--- config.mk ---
export PLATFORM = sky130hd
export DESIGN_NAME = mpad_final_block
export DESIGN_NICKNAME = d
export VERILOG_FILES = /design/src/rtl/mpad_pkg.sv /design/src/rtl/mpad_close.sv /design/src/rtl/mpad_lenctr.sv /design/src/rtl/mpad_seq.sv /design/src/rtl/mpad_final_block.sv
export SDC_FILE = /design/constraint.sdc
export NUM_CORES = 1
export LEC_CHECK = 0
export ABC_CLOCK_PERIOD_IN_PS = 4800
export BUFFER_PORTS_ARGS = -buffer_cell sky130_fd_sc_hd__buf_2
export CAP_MARGIN = 20
export CELL_PAD_IN_SITES_DETAIL_PLACEMENT = 1
export CELL_PAD_IN_SITES_GLOBAL_PLACEMENT = 1
export CORE_ASPECT_RATIO = 1.5
export CORE_MARGIN = 1.5
export CORE_UTILIZATION = 48
export CTS_BUF_LIST = sky130_fd_sc_hd__clkbuf_8
export DETAILED_ROUTE_END_ITERATION = 10
export PLACE_DENSITY = 0.89
export SETUP_SLACK_MARGIN = 0.02
export SKIP_CTS_REPAIR_TIMING = 1
export SLEW_MARGIN = 25
export SYNTH_ARGS = -nofsm -noshare
export SYNTH_HDL_FRONTEND = slang
export SYNTH_SLANG_ARGS = --single-unit
export TNS_END_PERCENT = 10
--- constraint.sdc ---
create_clock -name clk -period 4.8 [get_ports clk]
set_clock_uncertainty 0.15 [all_clocks]
set_input_delay 0.72 -clock clk [delete_from_list [all_inputs] [get_ports clk]]
set_output_delay 0.72 -clock clk [all_outputs]
set_load 0.01 [all_outputs]
--- src/rtl/mpad_pkg.sv ---
package mpad_pkg;

    localparam int unsigned MP_WORD_W = 32;

    typedef enum logic [2:0] {
        ST_IDLE   = 3'd0,
        ST_CLOSE  = 3'd1,
        ST_MARK   = 3'd2,
        ST_ZERO   = 3'd3,
        ST_LEN_HI = 3'd4,
        ST_LEN_LO = 3'd5
    } pad_state_e;

endpackage

--- src/rtl/mpad_close.sv ---
// Closes the final message word: keeps the leading valid bits, sets the
// marker right after them and clears the rest. A count of zero passes the
// word through unchanged (all bits valid).
module mpad_close #(
    parameter int unsigned WORD_W = mpad_pkg::MP_WORD_W,
    localparam int unsigned CB = $clog2(WORD_W)
) (
    input  logic [WORD_W-1:0] word_i,
    input  logic [CB-1:0]     nvb_i,
    output logic [WORD_W-1:0] word_o
);
    logic all_valid;
    assign all_valid = (nvb_i == '0);

    for (genvar b = 0; b < WORD_W; b++) begin : g_bit
        // position of this bit in the big-endian bit string
        localparam logic [CB-1:0] SPOS = CB'(WORD_W - 1 - b);
        logic keep;
        logic mark;
        assign keep = (SPOS < nvb_i);
        assign mark = (SPOS == nvb_i);
        assign word_o[b] = all_valid ? word_i[b] : ((keep & word_i[b]) | mark);
    end
endmodule

--- src/rtl/mpad_lenctr.sv ---
// Counts accepted message words, stores the valid-bit count and derives
// the message length in bits.
module mpad_lenctr #(
    parameter int unsigned WORD_W = mpad_pkg::MP_WORD_W,
    parameter int unsigned LEN_W  = 64,
    localparam int unsigned LB    = $clog2(WORD_W),
    localparam int unsigned CNT_W = LEN_W - LB
) (
    input  logic             clk,
    input  logic             rst_n,
    input  logic             init_i,
    input  logic             done_i,
    input  logic             inc_i,
    input  logic             nvb_wr_i,
    input  logic [LB-1:0]    nvb_i,
    output logic [LB-1:0]    nvb_o,
    output logic [LEN_W-1:0] len_o
);
    typedef struct packed {
        logic [CNT_W-1:0] wcnt;
        logic [LB-1:0]    nvb;
    } ctr_t;

    ctr_t c_d, c_q;

    always_comb begin
        c_d = c_q;
        if (nvb_wr_i) c_d.nvb  = nvb_i;
        if (inc_i)    c_d.wcnt = c_q.wcnt + CNT_W'(1);
        if (done_i)   c_d.wcnt = '0;
        if (init_i)   c_d      = '0;
    end

    always_ff @(posedge clk or negedge rst_n) begin
        if (!rst_n) c_q <= '0;
        else        c_q <= c_d;
    end

    logic [CNT_W-1:0] wcnt_m1;
    logic [LEN_W-1:0] eff_bits;
    assign wcnt_m1  = c_q.wcnt - CNT_W'(1);
    assign eff_bits = (c_q.nvb == '0) ? LEN_W'(WORD_W) : LEN_W'(c_q.nvb);
    assign len_o    = (c_q.wcnt == '0) ? '0 : ({wcnt_m1, {LB{1'b0}}} + eff_bits);
    assign nvb_o    = c_q.nvb;
endmodule

--- src/rtl/mpad_seq.sv ---
// Word hold register, block slot counter and padding sequencer with
// registered output stream.
module mpad_seq
    import mpad_pkg::*;
#(
    parameter int unsigned WORD_W    = MP_WORD_W,
    parameter int unsigned BLK_WORDS = 16,
    parameter int unsigned LEN_W     = 64,
    localparam int unsigned POS_W    = $clog2(BLK_WORDS),
    localparam int unsigned LEN_SLOT = BLK_WORDS - 2
) (
    input  logic              clk,
    input  logic              rst_n,
    input  logic              init_i,
    input  logic              din_valid_i,
    input  logic [WORD_W-1:0] din_i,
    input  logic              final_i,
    input  logic              nvb_wr_i,
    input  logic              nvb_zero_i,
    input  logic [WORD_W-1:0] closed_i,
    input  logic [LEN_W-1:0]  len_i,
    output logic [WORD_W-1:0] held_o,
    output logic              accept_o,
    output logic              done_o,
    output logic              busy_o,
    output logic              out_valid_o,
    output logic [WORD_W-1:0] out_word_o,
    output logic              out_last_o,
    output logic              out_final_o
);
    localparam logic [WORD_W-1:0] MARK_WORD = {1'b1, {(WORD_W-1){1'b0}}};

    typedef struct packed {
        pad_state_e        st;
        logic [WORD_W-1:0] held;
        logic              held_v;
        logic [POS_W-1:0]  pos;
        logic              ov;
        logic [WORD_W-1:0] ow;
        logic              olast;
        logic              ofinal;
    } seq_t;

    seq_t s_d, s_q;

    logic [POS_W-1:0]  pos_n;
    pad_state_e        after_mark;
    logic              emit;
    logic [WORD_W-1:0] emit_word;

    assign pos_n      = s_q.pos + POS_W'(1);
    assign after_mark = (pos_n == POS_W'(LEN_SLOT)) ? ST_LEN_HI : ST_ZERO;

    always_comb begin
        s_d        = s_q;
        s_d.ov     = 1'b0;
        s_d.olast  = 1'b0;
        s_d.ofinal = 1'b0;
        emit       = 1'b0;
        emit_word  = '0;
        accept_o   = 1'b0;
        done_o     = 1'b0;

        unique case (s_q.st)
            ST_IDLE: begin
                if (din_valid_i) begin
                    accept_o   = 1'b1;
                    s_d.held   = din_i;
                    s_d.held_v = 1'b1;
                    if (s_q.held_v) begin
                        emit      = 1'b1;
                        emit_word = s_q.held;
                    end
                end else if (final_i && !nvb_wr_i) begin
                    s_d.st = s_q.held_v ? ST_CLOSE : ST_MARK;
                end
            end
            ST_CLOSE: begin
                emit       = 1'b1;
                emit_word  = closed_i;
                s_d.held_v = 1'b0;
                s_d.st     = nvb_zero_i ? ST_MARK : after_mark;
            end
            ST_MARK: begin
                emit      = 1'b1;
                emit_word = MARK_WORD;
                s_d.st    = after_mark;
            end
            ST_ZERO: begin
                emit      = 1'b1;
                emit_word = '0;
                s_d.st    = (pos_n == POS_W'(LEN_SLOT)) ? ST_LEN_HI : ST_ZERO;
            end
            ST_LEN_HI: begin
                emit      = 1'b1;
                emit_word = len_i[LEN_W-1 -: WORD_W];
                s_d.st    = ST_LEN_LO;
            end
            ST_LEN_LO: begin
                emit       = 1'b1;
                emit_word  = len_i[WORD_W-1:0];
                s_d.ofinal = 1'b1;
                done_o     = 1'b1;
                s_d.st     = ST_IDLE;
            end
            default: s_d.st = ST_IDLE;
        endcase

        if (emit) begin
            s_d.ov    = 1'b1;
            s_d.ow    = emit_word;
            s_d.olast = (s_q.pos == POS_W'(BLK_WORDS - 1));
            s_d.pos   = pos_n;
        end

        if (init_i) begin
            s_d      = '0;
            accept_o = 1'b0;
            done_o   = 1'b0;
        end
    end

    always_ff @(posedge clk or negedge rst_n) begin
        if (!rst_n) s_q <= '0;
        else        s_q <= s_d;
    end

    assign held_o      = s_q.held;
    assign busy_o      = (s_q.st != ST_IDLE);
    assign out_valid_o = s_q.ov;
    assign out_word_o  = s_q.ow;
    assign out_last_o  = s_q.olast;
    assign out_final_o = s_q.ofinal;
endmodule

--- src/rtl/mpad_final_block.sv ---
module mpad_final_block #(
    parameter int unsigned WORD_W    = mpad_pkg::MP_WORD_W,
    parameter int unsigned BLK_WORDS = 16,
    parameter int unsigned LEN_W     = 2 * WORD_W,
    localparam int unsigned LB       = $clog2(WORD_W)
) (
    input  logic              clk,
    input  logic              rst_n,
    input  logic              init_i,
    input  logic              din_valid_i,
    input  logic [WORD_W-1:0] din_i,
    input  logic              nvb_wr_i,
    input  logic [LB-1:0]     nvb_i,
    input  logic              final_i,
    output logic              busy_o,
    output logic              out_valid_o,
    output logic [WORD_W-1:0] out_word_o,
    output logic              out_last_o,
    output logic              out_final_o
);
    logic [WORD_W-1:0] held;
    logic [WORD_W-1:0] closed;
    logic [LB-1:0]     nvb_q;
    logic [LEN_W-1:0]  msg_len;
    logic              accept;
    logic              done;
    logic              busy;
    logic              nvb_wr_ok;

    assign nvb_wr_ok = nvb_wr_i & ~busy;
    assign busy_o    = busy;

    mpad_lenctr #(.WORD_W(WORD_W), .LEN_W(LEN_W)) u_len (
        .clk      (clk),
        .rst_n    (rst_n),
        .init_i   (init_i),
        .done_i   (done),
        .inc_i    (accept),
        .nvb_wr_i (nvb_wr_ok),
        .nvb_i    (nvb_i),
        .nvb_o    (nvb_q),
        .len_o    (msg_len)
    );

    mpad_close #(.WORD_W(WORD_W)) u_close (
        .word_i (held),
        .nvb_i  (nvb_q),
        .word_o (closed)
    );

    mpad_seq #(.WORD_W(WORD_W), .BLK_WORDS(BLK_WORDS), .LEN_W(LEN_W)) u_seq (
        .clk         (clk),
        .rst_n       (rst_n),
        .init_i      (init_i),
        .din_valid_i (din_valid_i),
        .din_i       (din_i),
        .final_i     (final_i),
        .nvb_wr_i    (nvb_wr_i),
        .nvb_zero_i  (nvb_q == '0),
        .closed_i    (closed),
        .len_i       (msg_len),
        .held_o      (held),
        .accept_o    (accept),
        .done_o      (done),
        .busy_o      (busy),
        .out_valid_o (out_valid_o),
        .out_word_o  (out_word_o),
        .out_last_o  (out_last_o),
        .out_final_o (out_final_o)
    );
endmodule

# [After elaboration in Yosys (flattened, before gate mapping)]
# Cells that the tools add are included.
[word_totals] regBits=139 latchBits=0 ramBits=0 mem_bits_ro=0 in_bits=43 wordCells=230 mem_count=0
[op_classes] n_addsub=4 mul=0 div=0 order_cmp=32 eq_ne=41 n_shift=0 muxes=60 bitwise_logic=66 reduce_logical=17
[op_table] op="$pmux W32 S5" count=1
[op_table] op="$mux W64" count=2
[op_table] op="$mux W59" count=2
[op_table] op="$mux W32" count=3
[op_table] op="$eq A5 B5 Y1 const A" count=16
[op_table] op="$lt A5 B5 Y1 const A" count=16
[op_table] op="$mux W75" count=1
[op_table] op="$add A64 B64 Y64" count=1
[op_table] op="$add A59 B1 Y59 const B" count=1
[op_table] op="$logic_not A59 Y1" count=1
[op_table] op="$sub A59 B1 Y59 const B" count=1
[op_table] op="$eq A4 B5 Y1 const A" count=8
[op_table] op="$lt A4 B5 Y1 const A" count=8
[op_table] op="$mux W1" count=39
[op_table] op="$mux W38" count=1
[op_table] op="$and A1 B1 Y1" count=33
[op_table] op="$mux W33" count=1
[op_table] op="$or A1 B1 Y1" count=32
[op_table] op="$eq A3 B5 Y1 const A" count=4
[op_table] op="$lt A3 B5 Y1 const A" count=4
[op_table] op="$mux W3" count=4
[op_table] op="$pmux W3 S4" count=1
[op_table] op="$eq A2 B5 Y1 const A" count=2
[op_table] op="$lt A1 B5 Y1 const A" count=2
[op_table] op="23 further kinds" count=36

# [Depth between registers and ports, before layout]
# Gate-level depths: netlist of the first run.
[logic_depth] word_depth=7 depth_mapped=16 mapped_depth_nobuf=13

# [Modules after synthesis]
# Synthesis of the first run repeated with hierarchy kept, for this count alone.
[hier_totals] hier_cells=1514 area_unflattened_um2=11891.4
[modules_own_cells] mod="mpad_lenctr" instances=1 cells_per_inst=893 area_per_inst_um2=6587.6
[modules_own_cells] mod="mpad_seq" instances=1 cells_per_inst=490 area_per_inst_um2=4478.0
[modules_own_cells] mod="mpad_close" instances=1 cells_per_inst=128 area_per_inst_um2=808.3
[modules_own_cells] mod="mpad_final_block" instances=1 cells_per_inst=3 area_per_inst_um2=17.5

# [Least setup slack after synthesis of the first run]
# OpenSTA, ideal clock, no wires.
[synth_timing] path_kind="register to register" startpoint="reg u_len.c_q[5] in the netlist's numbering" endpoint="reg u_seq.s_q, in the netlist u_seq.out_word_o[16]" arrival_time_ns=3.830 required_ns=4.508 setup_slack_ns=0.677 stages_incl_launch_ff=13 cell_sequence="dfrtp_1 inv_1 ha_1 clkbuf_1 or3b_2 or4_1 xor2_1 nor4_2 nand2_1 or4b_1 nor3_1 xor2_1 o221ai_1"
[synth_via] elab_chain_len=6 word_cells_on_any_way=7 cone_classes="add/sub (2); mux (4); reduce/logical (1)"
[synth_lines] element="start: declaration" line_no="mpad_lenctr.sv:24" source="ctr_t c_d, c_q;"
[synth_lines] element="start signal: assignment" line_no="mpad_lenctr.sv:35" source="if (!rst_n) c_q <= '0;"
[synth_lines] element="start signal: assignment" line_no="mpad_lenctr.sv:36" source="else c_q <= c_d;"
[synth_lines] element="$sub A59 B1 Y59" line_no="mpad_lenctr.sv:41" source="assign wcnt_m1 = c_q.wcnt - CNT_W'(1);"
[synth_lines] element="$add A64 B64 Y64" line_no="mpad_lenctr.sv:43" source="assign len_o = (c_q.wcnt == '0) ? '0 : ({wcnt_m1, {LB{1'b0}}} + eff_bits);"
[synth_lines] element="$mux W64 *" line_no="mpad_lenctr.sv:43"
[synth_lines] element="$pmux W32 S5 *" line_no="mpad_seq.sv:64" source="unique case (s_q.st)"
[synth_lines] element="$mux W38 *" line_no="mpad_seq.sv:109" source="if (emit) begin"
[synth_lines] element="$mux W75 *" line_no="mpad_seq.sv:116" source="if (init_i) begin"
[synth_lines] element="end signal: assignment" line_no="mpad_seq.sv:124" source="if (!rst_n) s_q <= '0;"
[synth_lines] element="end signal: assignment" line_no="mpad_seq.sv:125" source="else s_q <= s_d;"
[synth_lines] element="end: declaration" line_no="mpad_seq.sv:44" source="seq_t s_d, s_q;"
# Every way passes the cells marked *; elsewhere a longest branch is shown, timed or not. The select of a mux whose other input is x is not followed.
# A chain may end at the register's enable or synchronous reset.

# [Worst setup path after layout of the first run]
[layout_timing] startpoint="reg u_len.c_q[9] in the netlist's numbering" endpoint="reg u_seq.s_q, in the netlist u_seq.out_word_o[24]"
# The elaborated chain is that of the path after synthesis.

==> key figures, run 1 <==
Clock network
  – Clock Pin Slew Worst Setup and Hold Paths: 0.08 ns
  – CTS tree: built
  – Number of buffers created by CTS: 17
  – Clock Root Buffer: clkbuf_8
  – H-tree depth: 4
  – Maximum clock insertion buffer count: 2
  – Clk Latency, worst-skew pair: 0.49 ns
  – Clock sink count: 139

Power
  – Leakage power: 5.197 nW
  – Pwr/cell area: 256.9 nW/um^2
  – Largest vdd supply drop: 0.1888 mV

STA
  – Crit path time final: 4.467 ns
  – Final Hold Viols: 0
  – Highest Clock Rate: 223.9 MHz
  – Least-Margin Pin Slew: 1.018 ns
  – Setup TNS: 0 ns
  – Max-slew violations: 0
  – Final setup vio count: 0
  – Tcrit/Tclk final: 0.9306
  – Rel. slew slack: 0.3163
  – Unrepaired setup endpoints after global routing: no

Route
  – Post-Route WL: 42.41 mm
  – Via density: 6.826
  – WL per Instance: 25.32 um
  – Remaining DRCs: 0
  – Initial DRT Pass Iterations: 7
  – Via count: 11430
  – DR iter-0 viols: 957
  – Final antenna-violating net count: 0

Worst setup path
  – Critical Path Start: u_len.c_q[9]
  – Worst R2R Start: u_len.c_q[9]
  – Setup Crit Path Kind: flip-flop to flip-flop
  – Endpoint class of the critical path: flip-flop
  – Critical path arrival: 4.75 ns
  – Required time of the critical path: 5.08 ns
  – CP max FO: 12
  – Worst Setup Start Kind: flip-flop

Floorplanning
  – Full die area: 23800 sq um
  – Die X: 126.5 um
  – Initial core utilization: 0.4903
  – # IOs: 79
  – FP Rows: 67
  – CORE AREA: 22380 sq um
  – Die height: 188.2 um

Synth
  – Syn nets: 1422
  – Distinct cells, synth: 81
  – #FFs+latches synth: 139
  – Post-synth EDFFs: 0
  – Post-Syn Instances: 1372
  – YS warnings: 0
  – Asr flop ratio synth: 1.000
  – Post-Syn Area: 10970 sq um
  – Mean Syn Cell Area: 7.999 sq um
  – Sequential-to-total area share from yosys stat: 0.3170
  – Synth Flop Type: dfrtp_1

Finish
  – Fin cells: 1675
  – Commonest cells after routing, fill and taps aside: dfrtp_1, nor2_1, nand2_1
  – Antenna diodes: 0
  – Ratio of cells with drive above 1 in the final layout: 0.1465
  – P&R area growth vs syn: 8.494%
  – Nets: 1437
  – # fillers: 2757
  – Commonest non-fill, non-tap cell in the layout: dfrtp_1

Placement
  – DP Wirelength: 31.53 mm
  – Routability Congestion: 0.9787
  – Placed Instances: 1642
  – I/O Buffers: 78

GRT
  – Antenna violations before repair: 0
  – Vias in the first global route: 11890
  – First-pass GRT wire length: 67.14 mm
  – Largest net degree at the start of global routing: 81
  – Total track usage: 0.3639
  – Total grt overflow: 0

Status
  – Outcome: completed

Run
  – Max-cap violations: 0

Min path
  – Hold Path Class: input pin to async pin
area by class of cell:
class	count	area [sq um]	share of cell area
clock buffers	22	302.8	0.02543
clock inverters	9	96.34	0.008092
inverters	24	90.09	0.007566
multi-input cells	1072	6784	0.5698
flip-flops and latches	139	3478	0.2921
well taps	276	345.3	0.02900
repair buffers	133	809.5	0.06799
where the power goes:
group / internal [mW] / total (mW) / leakage (nW) / switching [mW]
sequential: 1.20 / 1.23 / 1.91 / 0.0321
clock: 0.520 / 1.01 / 0.211 / 0.486
combinational: 0.271 / 0.823 / 3.07 / 0.552
total: 1.99 / 3.06 / 5.20 / 1.07
routing by layer:
| metal | track usage | vias to the layer above | share of wire |
|---|---|---|---|
| li1 | - | 5042 | - |
| met1 | 0.3809 | 5651 | 0.36 |
| met2 | 0.5977 | 503 | 0.47 |
| met3 | 0.08887 | 238 | 0.057 |
| met4 | 0.3355 | 0 | 0.11 |
| met5 | 0 | - | 0 |
final timing paths:
kind,to,slack (ns),cells past startpoint
worst max-delay path,u_seq.out_word_o[24],0.33,9
max in group asynchronous,u_seq.held_o[30],3.43,2
worst max register to register,u_seq.out_word_o[24],0.33,9
min in group clk,u_seq.held_o[22],0.30,2
worst min-delay path,u_len.c_q[13],0.11,1
worst min register to register,u_seq.held_o[25],0.37,1
sequential cells by signal, summed over array words and instances, names as in the netlist:
register           flops
u_len.nvb_o            5
u_seq.held_o          32
u_seq.out_valid_o      1
u_seq.out_word_o      32
u_seq.s_q              8
u_seq.out_last_o       1
u_seq.out_final_o      1
u_len.c_q             59
logic make-up (layout without fill, tap and decap cells):
| group | Yosys count | in the layout | share of synthesized area |
|---|---|---|---|
| adder cells (fa/ha/maj) | 8 | 8 | 0.008893 |
| AO/OA/AOI/OAI | 311 | 311 | 0.1903 |
| buffers and inverters | 161 | 188 | 0.06829 |
| flip-flops | 139 | 139 | 0.3170 |
| multiplexers | 13 | 13 | 0.01197 |
| AND/OR/NAND/NOR | 622 | 622 | 0.3094 |
| XOR/XNOR | 118 | 118 | 0.09417 |
per-stage QoR:
stage               setup WS, ns  hold WS (ns)  power (mW)  area, sq um  utilization
floorplan                 0.6775        0.2744       1.732        10970            -
global placement          0.4126        0.3319       1.995        11470       0.5125
detailed placement        0.3805        0.3315       2.023        11470       0.5125
CTS                       0.3624        0.1349       3.024        11870       0.5303
global route             0.06719        0.1763       3.158        11910       0.5319
finish                    0.3329        0.1080       3.058        11910       0.5319
cell usage after synthesis, types with 24 or more instances:
| cell type | n | area share |
|---|---|---|
| clkbuf_1 | 95 | 0.032 |
| nand3_1 | 67 | 0.031 |
| xor2_1 | 59 | 0.047 |
| xnor2_1 | 59 | 0.047 |
| inv_1 | 24 | 0.0082 |
| nor3_1 | 51 | 0.023 |
| nand2_1 | 108 | 0.037 |
| and3_1 | 24 | 0.014 |
| a21oi_1 | 84 | 0.038 |
| nor2_1 | 136 | 0.047 |
| dfrtp_1 | 139 | 0.32 |
| nand4_1 | 36 | 0.021 |
| o21ai_0 | 67 | 0.031 |
| a22o_1 | 35 | 0.028 |
| buf_4 | 33 | 0.023 |
| nor4_1 | 37 | 0.021 |
worst max-delay path, cell delays in order (launching register included):
cell and delay, ns:
dfrtp_1 0.53, or4_4 0.62, or4_1 0.75, or3_1 0.38, a211o_1 0.33, a21oi_2 0.33, nand4_2 0.25, or4_1 0.60
or3_1 0.37, nand3_1 0.08
Power figures use the tool's default switching activity.
==> run 2: changes to the inputs <==
SYNTH_HIERARCHICAL = 1   (was not set)
==> run 2 against run 1 <==
- the flow now finishes with violations (negative setup slack)
- sequential share of layout area decreased by 2.1 points
- synthesized area rose by 8.4%
- final cell count increased by 10%
- utilization fell by 0.41 points
- global-route usage down 3.4 points
- clock power grew 9%
- synthesized cell count up 10%
- power up 47%
- fmax down 12%
- sequential power is 8% higher
- wire length is 5.9% higher
- critical endpoint is now u_seq/out_word_o[23]
- largest power group is now combinational logic
- highest routed layer unchanged
==> key figures, run 2 <==
Worst setup path
  – Endpoint class of the critical path: flip-flop
  – Crit-path cells: or3_4 > or3_1 > a2111oi_4 > o221ai_2 > or3_4 > or4_1 > or4_4 > nor2_1 > mux2i_1 > a21oi_1 > a211oi_1 > a21oi_1 > o2bb2ai_1
  – Critical path buffer and inverter count: 0 (unchanged)
  – CP max FO: 6 (-6)
  – Worst r2r dst: u_seq/out_word_o[23]
  – Critical path arrival: 5.34 ns (+0.59 ns)
  – Worst R2R Start: u_len/c_q[16]
  – Top delay family on crit path: simple AND/OR/NAND/NOR gates
  – Setup Crit Path Kind: flip-flop to flip-flop
  – Worst Reg-to-Reg Cells: 13 (+4)
  – CP endpoint: u_seq/out_word_o[23]
  – CP Depth: 13 (+4)
  – CP max stage cell: or4_1
  – R2r setup slk: -0.27 ns (-0.60 ns)
  – Critical Path Start: u_len/c_q[16]
  – Slowest cell delay on critical path: 0.61 ns (-0.14 ns)
  – Worst Setup Start Kind: flip-flop
  – Required time of the critical path: 5.07 ns (about the same)

Clock network
  – Maximum clock insertion buffer count: 2 (unchanged)
  – CTS tree: built
  – Number of buffers created by CTS: 17 (unchanged)
  – Clock sink count: 139 (unchanged)
  – Clock Root Buffer: clkbuf_8
  – Clock Pin Slew Worst Setup and Hold Paths: 0.09 ns (about the same)
  – Clk Latency, worst-skew pair: 0.50 ns (about the same)
  – H-tree depth: 4 (unchanged)

Route
  – Met3 Wirelength: 2.975 mm (+23%)
  – Via count: 12230 (+7.0%)
  – Via density: 6.638 (-2.8%)
  – Final antenna-violating net count: 0 (unchanged)
  – Remaining DRCs: 0 (unchanged)
  – Routed met2 length: 21.93 mm (+9.1%)
  – DR iter-0 viols: 1279 (+34%)
  – Post-Route WL: 44.93 mm (+5.9%)
  – WL per Instance: 24.38 um (-3.7%)
  – Max Used Layer: met4
  – Metal1 wirelength: 15.86 mm (+3.0%)
  – Initial DRT Pass Iterations: 5 (-2)

Finish
  – Commonest non-fill, non-tap cell in the layout: nor2_1
  – Nets: 1555 (+8.2%)
  – P&R area growth vs syn: 8.081%
  – Max reg flops: 59 (unchanged)
  – Final core occ: 0.5279 (-0.004095)
  – Commonest cells after routing, fill and taps aside: nor2_1, nand2_1, dfrtp_1
  – Antenna diodes: 0 (unchanged)
  – # fillers: 3032 (+10%)
  – Ratio of cells with drive above 1 in the final layout: 0.1705 (+0.02397)
  – Largest reg by FF count: u_len/c_q

STA
  – Unrepaired setup endpoints after global routing: yes
  – Final Hold Viols: 0 (unchanged)
  – Rel. slew slack: 0.3115 (-0.004746)
  – Tcrit/Tclk final: 1.056 (+0.1255)
  – Final setup vio count: 3 (+3)
  – Setup TNS: -0.3947 ns (-0.3947 ns)
  – Max-slew violations: 0 (unchanged)
  – Post-route setup slack: -0.2693 ns (-0.6022 ns)
  – Crit path time final: 5.069 ns (+0.6022 ns)
  – Least-Margin Pin Slew: 1.031 ns (+0.01283 ns)
  – Highest Clock Rate: 197.3 MHz (-12%)

Synth
  – Yosys top cell by area: dfrtp_1
  – Post-synth EDFFs: 0 (unchanged)
  – Asr flop ratio synth: 1.000 (unchanged)
  – Distinct cells, synth: 81 (unchanged)
  – Synth Flop Type: dfrtp_1
  – Post-synth top cells: nor2_1, nand2_1, dfrtp_1
  – Syn nets: 1563 (+9.9%)
  – YS warnings: 6 (+6)
  – Mean Syn Cell Area: 7.854 sq um (-1.8%)
  – #FFs+latches synth: 139 (unchanged)
  – Post-Syn Instances: 1514 (+10%)
  – Share of the synthesized area in the top cell type: 0.2925 (-0.02445)
  – Most common cell in the synthesized netlist: nor2_1
  – Post-Syn Area: 11890 sq um (+8.4%)
  – Sequential-to-total area share from yosys stat: 0.2925 (-0.02445)
  – Synth top area cells: dfrtp_1, nor2_1, xor2_1, a21oi_1, nand2_1

Placement
  – DP Wirelength: 30.09 mm (-4.6%)
  – Routability Congestion: 0.9888 (+1.0%)
  – I/O Buffers: 78 (unchanged)

Floorplanning
  – FP Rows: 70 (+4.5%)
  – # IOs: 79 (unchanged)
  – Die height: 195.8 um (+4.0%)
  – Full die area: 25750 sq um (+8.2%)
  – Initial core utilization: 0.4884 (-0.001915)
  – Die X: 131.5 um (+4.0%)
  – CORE AREA: 24350 sq um (+8.8%)

GRT
  – Largest net degree at the start of global routing: 76 (-6.2%)
  – Antenna violations before repair: 0 (unchanged)
  – Vias in the first global route: 12460 (+4.9%)
  – Total track usage: 0.3298 (-0.03411)
  – Total grt overflow: 0 (unchanged)
  – First-pass GRT wire length: 67.41 mm (+0.39%)

Power
  – NetSw: 1.936 mW (+81%)
  – Pint: 2.551 mW (+28%)
  – Switching Fraction: 0.4315 (+0.08172)
  – Largest vdd supply drop: 0.2443 mV (+29%)
  – Clock share of power: 0.246 (-0.083)
  – Logic pwr share: 0.457 (+0.188)
  – Leakage power: 5.581 nW (+7.4%)
  – Pwr/cell area: 349.1 nW/um^2 (+36%)
  – Share of total power in sequential cells: 0.296 (-0.106)

Min path
  – Hold Path Class: input pin to async pin

Status
  – Failing checks: negative setup slack
  – Outcome: complete, but fails checks

Run
  – Max-cap violations: 0 (unchanged)
[run 2: cell count changes in the layout (fill, tap and decap cells not counted), moves of 11 or more]
cell | previous run | this run
a211oi_1 | 6 | 36
a21oi_1 | 84 | 120
a221oi_1 | 15 | 0
a22o_1 | 35 | 6
and3_1 | 24 | 13
buf_4 | 55 | 86
mux2i_1 | 12 | 46
nand2_1 | 108 | 151
nand3_1 | 67 | 52
nor2_1 | 134 | 174
o21ai_0 | 66 | 30
o2bb2ai_1 | 0 | 39
xor2_1 | 59 | 74
[run 2: power by group through the flow]
stage | sequential [mW] | combinational (mW) | clock [mW]
2_1_floorplan | 1.32 | 1.37 | 0
3_3_place_gp | 1.34 | 1.76 | 0
3_5_place_dp | 1.35 | 1.84 | 0
4_1_cts | 1.33 | 1.87 | 1.12
5_1_grt | 1.34 | 2.18 | 1.17
6_report | 1.33 | 2.05 | 1.10
[run 2: logic make-up after synthesis]
group / synth area share
AO/OA/AOI/OAI: 0.1708
XOR/XNOR: 0.1009
adder cells (fa/ha/maj): 0.007155
buffers and inverters: 0.1003
flip-flops: 0.2925
multiplexers: 0.03967
AND/OR/NAND/NOR: 0.2887
[run 2: metal layers]
metal | vias up | GRT usage
li1 | 5277 | -
met1 | 6008 | 0.3570
met2 | 682 | 0.5770
met3 | 267 | 0.05659
met4 | 0 | 0.2457
met5 | - | 0
[run 2: worst min-delay path by stage]
| stage | from | slack (ns) | depth (start not counted) | endpoint |
|---|---|---|---|---|
| global placement | u_seq/out_word_o[0] | 0.32 | 1 | u_seq/out_word_o[0] |
| detailed placement | u_seq/out_word_o[26] | 0.32 | 1 | u_seq/out_word_o[26] |
| CTS | rst_n | 0.06 | 1 | u_seq/held_o[7] |
| finish | rst_n | 0.05 | 1 | u_seq/out_word_o[6] |
| global route | rst_n | 0.08 | 1 | u_seq/held_o[8] |
| floorplan | rst_n | 0.27 | 0 | u_len/c_q[10] |
[run 2: layout make-up]
type                            instances  area (sq um)  share of cell area
Timing Repair Buffer                  166          1082             0.08421
Clock buffer                           18         247.7             0.01928
Multi-Input combinational cell       1161          7356              0.5723
Inverter                               21         78.83            0.006133
Tap cell                              324         405.4             0.03154
Sequential cell                       139          3488              0.2714
Clock inverter                         14         193.9             0.01509
[run 2: stage by stage]
step / setup slack, ns / instances / power, mW / cell area [sq um] / hold WS (ns)
after floorplan: 0.1100 / 1514 / 2.685 / 11890 / 0.2744
after global placement: 0.2807 / 1796 / 3.102 / 12160 / 0.3193
after detailed placement: 0.1226 / 1796 / 3.183 / 12170 / 0.3204
after CTS: 0.08214 / 1828 / 4.318 / 12610 / 0.05740
after global routing: -0.3547 / 1843 / 4.682 / 12850 / 0.07909
final: -0.2693 / 1843 / 4.487 / 12850 / 0.04863
